$ cat src/rtl/ivc_pkg.sv
package ivc_pkg;
  typedef enum logic {
    OFF_IDLE  = 1'b0,
    OFF_SHOWN = 1'b1
  } offer_state_e;
endpackage

$ cat src/rtl/ivc_pending.sv
module ivc_pending #(
  parameter int N = 9
) (
  input  logic         clk_i,
  input  logic         rst_ni,
  input  logic [N-1:0] req_i,
  input  logic [N-1:0] clr_i,
  output logic [N-1:0] pend_o
);
  logic [N-1:0] req_q, pend_q, rise;

  assign rise = req_i & ~req_q;

  always_ff @(posedge clk_i or negedge rst_ni) begin
    if (!rst_ni) begin
      req_q  <= '0;
      pend_q <= '0;
    end else begin
      req_q  <= req_i;
      pend_q <= (pend_q & ~clr_i) | rise;
    end
  end

  assign pend_o = pend_q;

  for (genvar gi = 0; gi < N; gi++) begin : g_chk
    assert_edge_sets_pending_R2: assert property (@(posedge clk_i) disable iff (!rst_ni)
      rise[gi] |=> pend_q[gi]);
    assert_ack_clears_pending_R8: assert property (@(posedge clk_i) disable iff (!rst_ni)
      (clr_i[gi] && !rise[gi]) |=> !pend_q[gi]);
  end
endmodule

$ cat src/rtl/ivc_arbiter.sv
module ivc_arbiter #(
  parameter int NUM_SRC = 8,
  parameter int PRIO_W  = 3,
  localparam int N_ALL  = NUM_SRC + 1,
  localparam int IDX_W  = $clog2(N_ALL),
  localparam int LVL_W  = PRIO_W + 1
) (
  input  logic [N_ALL-1:0]          pend_i,
  input  logic [NUM_SRC-1:0]        src_en_i,
  input  logic                      glb_en_i,
  input  logic [NUM_SRC*PRIO_W-1:0] src_prio_i,
  input  logic [LVL_W-1:0]          cur_lvl_i,
  input  logic                      block_i,
  output logic                      hit_o,
  output logic [IDX_W-1:0]          win_idx_o,
  output logic [LVL_W-1:0]          win_lvl_o
);
  localparam logic [LVL_W-1:0] NMI_LVL = '1;
  localparam logic [IDX_W-1:0] NMI_IDX = IDX_W'(NUM_SRC);

  logic [NUM_SRC-1:0] elig;
  logic [LVL_W-1:0]   lvl_a [NUM_SRC];
  logic               found;
  logic [LVL_W-1:0]   best_lvl;
  logic [IDX_W-1:0]   best_idx;

  for (genvar gi = 0; gi < NUM_SRC; gi++) begin : g_src
    assign elig[gi]  = pend_i[gi] & src_en_i[gi] & glb_en_i;
    assign lvl_a[gi] = LVL_W'(src_prio_i[gi*PRIO_W +: PRIO_W]) + LVL_W'(1);
  end

  always_comb begin
    found    = 1'b0;
    best_lvl = '0;
    best_idx = '0;
    for (int k = 0; k < NUM_SRC; k++) begin
      // strict compare keeps the lower index on a tie
      if (elig[k] && (!found || lvl_a[k] > best_lvl)) begin
        found    = 1'b1;
        best_lvl = lvl_a[k];
        best_idx = IDX_W'(k);
      end
    end
    if (pend_i[NUM_SRC]) begin
      found    = 1'b1;
      best_lvl = NMI_LVL;
      best_idx = NMI_IDX;
    end
  end

  assign hit_o     = found && (best_lvl > cur_lvl_i) && !block_i;
  assign win_idx_o = best_idx;
  assign win_lvl_o = best_lvl;

  logic [N_ALL-1:0] en_ext;
  assign en_ext = {1'b1, src_en_i & {NUM_SRC{glb_en_i}}};

  always_comb begin
    if (hit_o) begin
      assert_masked_never_wins_R3: assert (en_ext[win_idx_o])
        else $error("masked source selected");
      assert_above_service_level_R9: assert (win_lvl_o > cur_lvl_i)
        else $error("winner not above in-service level");
    end
    for (int k = 0; k < NUM_SRC; k++) begin
      if (hit_o && win_idx_o != NMI_IDX && elig[k]) begin
        assert_winner_ranks_first_R6: assert (lvl_a[k] < win_lvl_o ||
                                              (lvl_a[k] == win_lvl_o && IDX_W'(k) >= win_idx_o))
          else $error("eligible source outranks winner");
      end
    end
  end
endmodule

$ cat src/rtl/ivc_level_stack.sv
module ivc_level_stack #(
  parameter int DEPTH = 4,
  parameter int LVL_W = 4,
  localparam int SP_W = $clog2(DEPTH + 1)
) (
  input  logic             clk_i,
  input  logic             rst_ni,
  input  logic             push_i,
  input  logic [LVL_W-1:0] push_lvl_i,
  input  logic             pop_i,
  output logic [LVL_W-1:0] cur_lvl_o,
  output logic             full_o
);
  logic [LVL_W-1:0] stk_q [DEPTH];
  logic [LVL_W-1:0] cur_q, top_lvl;
  logic [SP_W-1:0]  sp_q;
  logic             do_pop;

  assign full_o = (sp_q == SP_W'(DEPTH));
  assign do_pop = pop_i && !push_i && (sp_q != '0);

  for (genvar gi = 0; gi < DEPTH; gi++) begin : g_ent
    always_ff @(posedge clk_i or negedge rst_ni) begin
      if (!rst_ni)                              stk_q[gi] <= '0;
      else if (push_i && sp_q == SP_W'(gi))     stk_q[gi] <= cur_q;
    end
  end

  always_comb begin
    top_lvl = '0;
    for (int k = 0; k < DEPTH; k++)
      if (sp_q == SP_W'(k + 1)) top_lvl = stk_q[k];
  end

  always_ff @(posedge clk_i or negedge rst_ni) begin
    if (!rst_ni) begin
      sp_q  <= '0;
      cur_q <= '0;
    end else if (push_i) begin
      sp_q  <= sp_q + SP_W'(1);
      cur_q <= push_lvl_i;
    end else if (do_pop) begin
      sp_q  <= sp_q - SP_W'(1);
      cur_q <= top_lvl;
    end
  end

  assign cur_lvl_o = cur_q;

  assert_push_not_full_R11: assert property (@(posedge clk_i) disable iff (!rst_ni)
    push_i |-> !full_o);
  assert_pop_restores_R10: assert property (@(posedge clk_i) disable iff (!rst_ni)
    do_pop |=> cur_q == $past(top_lvl));
  assert_empty_is_idle_R10: assert property (@(posedge clk_i) disable iff (!rst_ni)
    (sp_q == '0) |-> (cur_q == '0));
endmodule

$ cat src/rtl/irq_vec_ctrl.sv
module irq_vec_ctrl
  import ivc_pkg::*;
#(
  parameter int NUM_SRC     = 8,
  parameter int PRIO_W      = 3,
  parameter int STACK_DEPTH = 4,
  localparam int N_ALL      = NUM_SRC + 1,
  localparam int IDX_W      = $clog2(N_ALL),
  localparam int LVL_W      = PRIO_W + 1
) (
  input  logic                      clk_i,
  input  logic                      rst_ni,
  input  logic [NUM_SRC-1:0]        req_i,
  input  logic                      nmi_i,
  input  logic [NUM_SRC-1:0]        src_en_i,
  input  logic                      glb_en_i,
  input  logic [NUM_SRC*PRIO_W-1:0] src_prio_i,
  input  logic                      ack_i,
  input  logic                      rti_i,
  output logic                      irq_o,
  output logic [IDX_W-1:0]          vec_o
);
  localparam logic [IDX_W-1:0] NMI_IDX = IDX_W'(NUM_SRC);
  localparam logic [LVL_W-1:0] NMI_LVL = '1;

  offer_state_e     st_q;
  logic [N_ALL-1:0] pend, clr;
  logic             hit, full, take;
  logic [IDX_W-1:0] win_idx, lat_idx_q, lat_vec_q;
  logic [LVL_W-1:0] win_lvl, lat_lvl_q, cur_lvl;

  assign take = (st_q == OFF_SHOWN) && ack_i;
  assign clr  = take ? (N_ALL'(1) << lat_idx_q) : '0;

  ivc_pending #(.N(N_ALL)) i_pending (
    .clk_i  (clk_i),
    .rst_ni (rst_ni),
    .req_i  ({nmi_i, req_i}),
    .clr_i  (clr),
    .pend_o (pend)
  );

  ivc_arbiter #(.NUM_SRC(NUM_SRC), .PRIO_W(PRIO_W)) i_arbiter (
    .pend_i     (pend),
    .src_en_i   (src_en_i),
    .glb_en_i   (glb_en_i),
    .src_prio_i (src_prio_i),
    .cur_lvl_i  (cur_lvl),
    .block_i    (full),
    .hit_o      (hit),
    .win_idx_o  (win_idx),
    .win_lvl_o  (win_lvl)
  );

  ivc_level_stack #(.DEPTH(STACK_DEPTH), .LVL_W(LVL_W)) i_stack (
    .clk_i      (clk_i),
    .rst_ni     (rst_ni),
    .push_i     (take),
    .push_lvl_i (lat_lvl_q),
    .pop_i      (rti_i),
    .cur_lvl_o  (cur_lvl),
    .full_o     (full)
  );

  always_ff @(posedge clk_i or negedge rst_ni) begin
    if (!rst_ni) begin
      st_q      <= OFF_IDLE;
      lat_idx_q <= '0;
      lat_vec_q <= '0;
      lat_lvl_q <= '0;
    end else begin
      unique case (st_q)
        OFF_IDLE: if (hit) begin
          st_q      <= OFF_SHOWN;
          lat_idx_q <= win_idx;
          lat_lvl_q <= win_lvl;
          lat_vec_q <= (win_idx == NMI_IDX) ? '0 : win_idx + IDX_W'(1);
        end
        OFF_SHOWN: if (ack_i) st_q <= OFF_IDLE;
        default: st_q <= OFF_IDLE;
      endcase
    end
  end

  assign irq_o = (st_q == OFF_SHOWN);
  assign vec_o = lat_vec_q;

  assert_vec_held_R7: assert property (@(posedge clk_i) disable iff (!rst_ni)
    (irq_o && !ack_i) |=> (irq_o && $stable(vec_o)));
  assert_ack_drops_irq_R7: assert property (@(posedge clk_i) disable iff (!rst_ni)
    take |=> !irq_o);
  assert_nmi_offered_R4: assert property (@(posedge clk_i) disable iff (!rst_ni)
    (!irq_o && pend[NUM_SRC] && cur_lvl != NMI_LVL && !full) |=> (irq_o && vec_o == '0));
endmodule

$ cat config.mk
export PLATFORM = sky130hd
export DESIGN_NAME = irq_vec_ctrl
export DESIGN_NICKNAME = d
export VERILOG_FILES = /design/src/rtl/ivc_pkg.sv /design/src/rtl/ivc_pending.sv /design/src/rtl/ivc_arbiter.sv /design/src/rtl/ivc_level_stack.sv /design/src/rtl/irq_vec_ctrl.sv
export SDC_FILE = /design/constraint.sdc
export NUM_CORES = 1
export LEC_CHECK = 0
export ABC_AREA = 1
export BUFFER_PORTS_ARGS = -buffer_cell sky130_fd_sc_hd__buf_4
export CORE_MARGIN = 3
export CORE_UTILIZATION = 59
export CTS_BUF_LIST = sky130_fd_sc_hd__clkbuf_4 sky130_fd_sc_hd__clkbuf_8 sky130_fd_sc_hd__clkbuf_16
export CTS_CLUSTER_SIZE = 10
export DETAILED_ROUTE_END_ITERATION = 12
export PLACE_DENSITY = 0.82
export SLEW_MARGIN = 40
export SYNTH_ARGS = -nofsm -noshare
export SYNTH_HDL_FRONTEND = slang
export SYNTH_HIERARCHICAL = 1
export SYNTH_SLANG_ARGS = --single-unit
$ cat constraint.sdc
create_clock -name clk_i -period 11.9 [get_ports clk_i]
set_clock_uncertainty 0.1 [all_clocks]
set_input_delay 2.38 -clock clk_i [delete_from_list [all_inputs] [get_ports clk_i]]
set_output_delay 2.38 -clock clk_i [all_outputs]
set_load 0.02 [all_outputs]
* Word-level counts from Yosys, hierarchy flattened
Cells that the tools add are included.
** Operators by class
- Reduce and logical (&&, ||, !) cells :: 36
- Bitwise logic cells :: 22
- Shift-type cells :: 1
- $add $sub $neg :: 11
- Magnitude comparators :: 8
- Muxes and demuxes :: 39
- Eq/ne operators :: 5
** Operator list (number)
- $mux 4 :: 17
- $add 3x1->4 const B :: 8
- $gt 4x4->1 :: 8
- $and 9x9->9 :: 2
- $mux 3 :: 6
- $not 9->9 :: 2
- $and 1x1->1 :: 16
- $logic_and 1x1->1 :: 16
- $mux 1 :: 12
- $logic_not 1->1 :: 9
- $mux 9 :: 1
- $or 9x9->9 :: 1
- $shl 1x4->9 const A :: 1
- $logic_or 1x1->1 :: 7
- $eq 3x2->1 const B :: 2
- $add 4x1->4 const B :: 1
- $eq 4x4->1 const B :: 1
- $mux 2 :: 2
- $add 3x1->3 const B :: 1
- $eq 3x1->1 const B :: 1
- $eq 3x3->1 const B :: 1
- $logic_not 3->1 :: 1
- $reduce_bool 3->1 :: 1
- $sub 3x1->3 const B :: 1
- other kinds (4) :: 4
** Word-level totals
- Bits in registers :: 54
- Word-level logic and storage cells :: 134
- Output and inout bits :: 5
- Bits of input ports :: 46

* Logic depth before layout (Yosys ltp)
- Word-level depth :: 37
- Depth in mapped cells :: 89
- Gate-level depth less buffers :: 89

* Hierarchy
The synthesis kept the hierarchy.
** Modules (own cells, without submodules)
- ivc_arbiter :: cells an instance 296, seq. area each 0.0 µm², instances 1, area an instance 1726.7 µm²
- ivc_level_stack :: cells an instance 160, seq. area each 575.6 µm², instances 1, area an instance 1234.9 µm²
- irq_vec_ctrl :: cells an instance 83, seq. area each 325.3 µm², instances 1, area an instance 663.1 µm²
- ivc_pending :: cells an instance 63, seq. area each 450.4 µm², instances 1, area an instance 619.3 µm²

* Worst setup path before layout
No wires, ideal clock.
- Path kind :: input to register
- Start :: input port src_prio_i[0]
- End :: register lat_idx_q[0]
- Setup time :: 119 ps
- Data required time :: 11681 ps
- Buffers on the path :: 0
- Stages :: 85
- Path slack :: 26 ps
- Arrival time :: 11655 ps
- Path through :: ha_1 > or2_2 > a21oi_1 > inv_1 > ha_1 > nand2_1 > inv_1 > nand2_1 > nand2_1 > nand2_1 > nand2_1 > nand2_1 > nand2_1 > and2_1 > ha_1 > inv_1 > nor2_1 > o21ai_1 > [... 49 more ...] > nand2_1 > nand2_2 > inv_2 > nand2_1 > nand2_1 > inv_1 > nand2_1 > ha_1 > inv_1 > o21bai_1 > a21oi_1 > nor2_1 > nor2_1 > nor4_1 > nand2_4 > inv_4 > nand2_2 > o21a_1
** On the way
- Longest elaborated chain between the ends :: 35
- Elaborated cells on any way between the ends :: 57
- Classes of those cells :: add/sub: 1; order compare: 8; mux: 25; reduce/logical: 23
** RTL lines
- start: declaration :: RTL line irq_vec_ctrl.sv:17 : input logic [NUM_SRC*PRIO_W-1:0] src_prio_i,
- $add 3x1->4 * :: RTL line ivc_arbiter.sv:29 : assign lvl_a[gi] = LVL_W'(src_prio_i[gi*PRIO_W +: PRIO_W]) + LVL_W'(1);
- $mux 4 * :: RTL line ivc_arbiter.sv:38 : if (elig[k] && (!found || lvl_a[k] > best_lvl)) begin
- $gt 4x4->1 :: RTL line ivc_arbiter.sv:38
- $logic_or 1x1->1 :: RTL line ivc_arbiter.sv:38
- $logic_and 1x1->1 :: RTL line ivc_arbiter.sv:38
- $mux 4 or $mux 1 (tied branches) :: RTL line ivc_arbiter.sv:38
- $gt 4x4->1 or $logic_not 1->1 (tied branches) :: RTL line ivc_arbiter.sv:38
- $logic_or 1x1->1 :: RTL line ivc_arbiter.sv:38
- [... 20 more ...]
- $logic_and 1x1->1 :: RTL line ivc_arbiter.sv:38
- $mux 4 * :: RTL line ivc_arbiter.sv:38
- $mux 4 * :: RTL line ivc_arbiter.sv:44 : if (pend_i[NUM_SRC]) begin
- via win_lvl[1] :: RTL line irq_vec_ctrl.sv:30 : logic [LVL_W-1:0] win_lvl, lat_lvl_q, cur_lvl;
- $gt 4x4->1 * :: RTL line ivc_arbiter.sv:51 : assign hit_o = found && (best_lvl > cur_lvl_i) && !block_i;
- $logic_and 1x1->1 * (2 in series) :: RTL line ivc_arbiter.sv:51
- via hit :: RTL line irq_vec_ctrl.sv:28 : logic hit, full, take;
- $reduce_and 2->1 (no source line) *
- end signal: assignment :: RTL line irq_vec_ctrl.sv:75 : lat_idx_q <= win_idx;
- end: declaration :: RTL line irq_vec_ctrl.sv:29 : logic [IDX_W-1:0] win_idx, lat_idx_q, lat_vec_q;
The timed path passes the listed nets; every way through them passes the cells marked *.
A chain may end at the register's enable or synchronous reset.

* Worst setup path in the final report
- Start :: input port src_prio_i[3]
- End :: register lat_vec_q[0], in the netlist vec_o[0]
** On the way
- Longest elaborated chain between the ends :: 34
- Elaborated cells on any way between the ends :: 59
- Classes of those cells :: add/sub: 2; order compare: 8; eq/ne: 1; mux: 25; reduce/logical: 23
** RTL lines
- $add 3x1->4 * :: RTL line ivc_arbiter.sv:29
- $gt 4x4->1 :: RTL line ivc_arbiter.sv:38
- $logic_or 1x1->1 :: RTL line ivc_arbiter.sv:38
- $logic_and 1x1->1 :: RTL line ivc_arbiter.sv:38
- $mux 4 or $mux 1 (tied branches) :: RTL line ivc_arbiter.sv:38
- $gt 4x4->1 or $logic_not 1->1 (tied branches) :: RTL line ivc_arbiter.sv:38
- $logic_or 1x1->1 :: RTL line ivc_arbiter.sv:38
- $logic_and 1x1->1 :: RTL line ivc_arbiter.sv:38
- [... 19 more ...]
- $logic_and 1x1->1 :: RTL line ivc_arbiter.sv:38
- $mux 4 * :: RTL line ivc_arbiter.sv:38
- $mux 4 * :: RTL line ivc_arbiter.sv:44
- via win_lvl[1] :: RTL line irq_vec_ctrl.sv:30
- $gt 4x4->1 * :: RTL line ivc_arbiter.sv:51
- $logic_and 1x1->1 * (2 in series) :: RTL line ivc_arbiter.sv:51
- via hit :: RTL line irq_vec_ctrl.sv:28
- $reduce_and 2->1 (no source line) *
- end signal: assignment :: RTL line irq_vec_ctrl.sv:77 : lat_vec_q <= (win_idx == NMI_IDX) ? '0 : win_idx + IDX_W'(1);
- end: declaration :: RTL line irq_vec_ctrl.sv:29
Marked as above.

==> results.md <==
* Status: finished, violations left
* Failing checks: negative setup slack
* RSZ-0062 raised after global routing: yes
* Worst-Skew Late Latency at 0.31 ns
* Dpl cell area at 0.00526 sq mm
* Pin count of the biggest net entering global routing at 55
* IO Count at 51
* Vias at 5308
* Seq pwr share at 0.236
* Gr usage total at 0.306
* Final period demand of the worst path at 13.33 ns
* Ranking of synthesized cells by area: dfrtp_1 32%, nand2_1 18%, ha_1 14%
* Initial Utilization at 0.618
* Top_reg_cell synth: dfrtp_1
* Worst-path clk slew at 0.10 ns
* FP Rows at 30
* Relative slew slack at 0.528
* Routability cong. at 0.904
* CP max stage cell: xor2_1
* Slew Limit Fails at 0
* Share of total power in the clock network at 0.099
* Post-Syn Nets at 696
* Worst-path fanout max at 7
* H-Tree Depth at 2
* CTS Hold Buffers Added at 0
* Grt met3 use at 0.0375
* DIE WIDTH at 90.8 um
* Worst path max stage delay at 0.40 ns
* Dominant cell type by area after synthesis: dfrtp_1
* Final cycle utilization of the critical path at 1.12
* Num CTS Buffers at 5
* N_diodes at 0
* DRT Wirelength at 17700 um
* Endpoints failing setup at 13
* GRT busiest layer: met2
* Sw Ratio at 0.488
* Leakage at 3.36 nW
* Grt met2 use at 0.562
* Fmax at 75.0 MHz
* Routed len/inst at 20.6 um
* Peak VDD IR at 160 uV
* IO Port Bufs at 50
* Pin slew with the least headroom to its limit at 0.708 ns
* Worst setup path class: input pin to flop
* Area delta synth->final at 45.9%
* Drt drc at 0
* DRT iter0 DRCs at 766
* Share of post-route cells with drive strength above 1 at 0.395
* Syn. warnings at 6
* Syn Std Cell Area at 0.00424 sq mm
* Endpoint type of the worst setup path: flop
* P_int at 653 uW
* Hpwl dp at 8320 um
* Seq/Total Area, Yosys at 0.318
* Most common cell after layout, fill and taps aside: nand2_1
* Most frequent cells in the layout: 167 x nand2_1, 151 x buf_4, 79 x inv_1, 54 x dfrtp_1, 34 x nor2_1
* Vias in the first global route at 4839
* Synth top area share at 0.318
* Post-synth EDFFs at 0
* Type of the most critical hold path: flop to flop
* Design Power at 1.27 mW
* Vias per cell at 6.17
* Synth Register Bits at 54
* Detail Route Antenna Nets at 0
* Final WS setup at -1.43 ns
* CP Data Arrival Time at 13.42 ns
* Clk Tree Root Cell: clkbuf_8
* Netlist cell types at 38
* Startpoint Class: input pin
* Final Cell Area at 0.00619 sq mm
* Grt met1 use at 0.348
* Pwr dens at 206 mW/mm^2
* DIE AREA at 0.00825 sq mm
* Max-cap violations at 0
* Crit-path most repeated cell: nand2_1
* CTS Buffer Depth at 2
* Clock sinks at 54
* Initial DRT Pass Iterations at 6
* Initial antenna violation count at 0
* Congestion Overflow GR at 0
* Core area at 0.00687 sq mm
* First-pass GRT wire length at 21000 um
* Synthesized instance count at 602
* CTS tree: built
* Layout net count at 857
* Combinational power share at 0.665
* Die Span Y at 90.8 um
* DP Worst Slack at -1.11 ns
* Final Hold Violating Endpoints at 0
* Mapped Avg Cell Area at 7.05 sq um
* Asr flop ratio synth at 1.00
* Sw power at 622 uW
* CP required at 11.98 ns
-- state kept, by name, summed over array words and instances (netlist names) --
signal	cells
i_stack/stk_q	16
irq_o	1
lat_lvl_q	4
lat_idx_q	4
i_pending/req_q	9
i_stack/cur_lvl_o	4
i_pending/pend_o	9
vec_o	4
i_stack/sp_q	3
-- synth_stat cells, types with 2 or more instances --
cell type / count
o21ai_2: 3
nand4_1: 2
a21oi_4: 2
xor2_1: 6
o21ai_0: 30
o21bai_1: 4
nand2_1: 202
ha_1: 48
nor2_2: 3
or2_2: 2
nand3_2: 2
and2_1: 11
xnor2_1: 4
buf_6: 2
nor3_1: 2
dfrtp_1: 54
or2_1: 3
nor2_1: 37
a21oi_1: 14
nand2_2: 7
inv_1: 90
nand3_1: 48
inv_2: 11
-- through the flow --
| stage | util | hold slack [ns] | cells | TNS (ns) |
|---|---|---|---|---|
| final | 0.902 | 0.375 | 860 | -17.48 |
| after global routing | 0.902 | 0.415 | 860 | -20.72 |
| after CTS | 0.834 | 0.379 | 853 | 0 |
| after detailed placement | 0.765 | 0.364 | 821 | -14.02 |
| after global placement | 0.765 | 0.357 | 821 | -8.91 |
| after floorplan | - | 0.349 | 602 | 0 |
-- layer usage --
layer	routed length (um)	part of all wire
met1	6000	0.34
met2	8160	0.46
met3	1750	0.099
met4	1800	0.10
met5	0	0
-- layout make-up --
class,instances,area [sq um]
Clock buffer,6,76.3
Clock inverter,2,37.5
Fill cell,273,676
Inverter,103,412
Multi-Input combinational cell,441,2990
Sequential cell,54,1350
Tap cell,96,120
Timing Repair Buffer,157,1200
Timing Repair inverter,1,3.75
-- logic make-up after synthesis --
family	after synthesis	share of synthesized area
AND/OR/NAND/NOR	325	0.330
buffers and inverters	107	0.108
AO/OA/AOI/OAI	58	0.0811
flip-flops	54	0.318
adder cells (fa/ha/maj)	48	0.142
XOR/XNOR	10	0.0206
-- critical path, delay by kind of cell --
family	cells	cell delay (ns)
simple gates	44	4.72
compound gates	17	2.12
fa+ha+maj	9	2.38
xor+xnor	1	0.40
buf+inv	15	1.37
-- power by group through the flow --
stage / registers [mW] / clock network [mW] / logic, mW
after floorplan: 0.287 / 0 / 0.374
after global placement: 0.290 / 0 / 0.542
after detailed placement: 0.292 / 0 / 0.571
after CTS: 0.290 / 0.127 / 0.637
after global routing: 0.304 / 0.134 / 0.895
final: 0.301 / 0.126 / 0.848
-- final timing paths --
path                       slack, ns                   to           startpoint  depth (start not counted)
min                             0.37  i_pending/pend_o[5]   i_pending/req_q[5]                          3
max in group asynchronous       9.21   i_pending/req_q[2]               rst_ni                          1
min in group asynchronous       2.00                irq_o               rst_ni                          1
max                            -1.43             vec_o[0]        src_prio_i[3]                         86
max reg2reg                     0.61             vec_o[0]  i_pending/pend_o[0]                         85
min reg2reg                     0.37  i_pending/pend_o[5]   i_pending/req_q[5]                          3
-- repair_timing --
action,4_1_cts,5_1_grt
gates resized for setup,47,97
gates cloned,1,0
setup buffers,23,7
pin swaps,29,68
endpoints found under the setup margin,13,13
(Power assumes the default switching activity.)
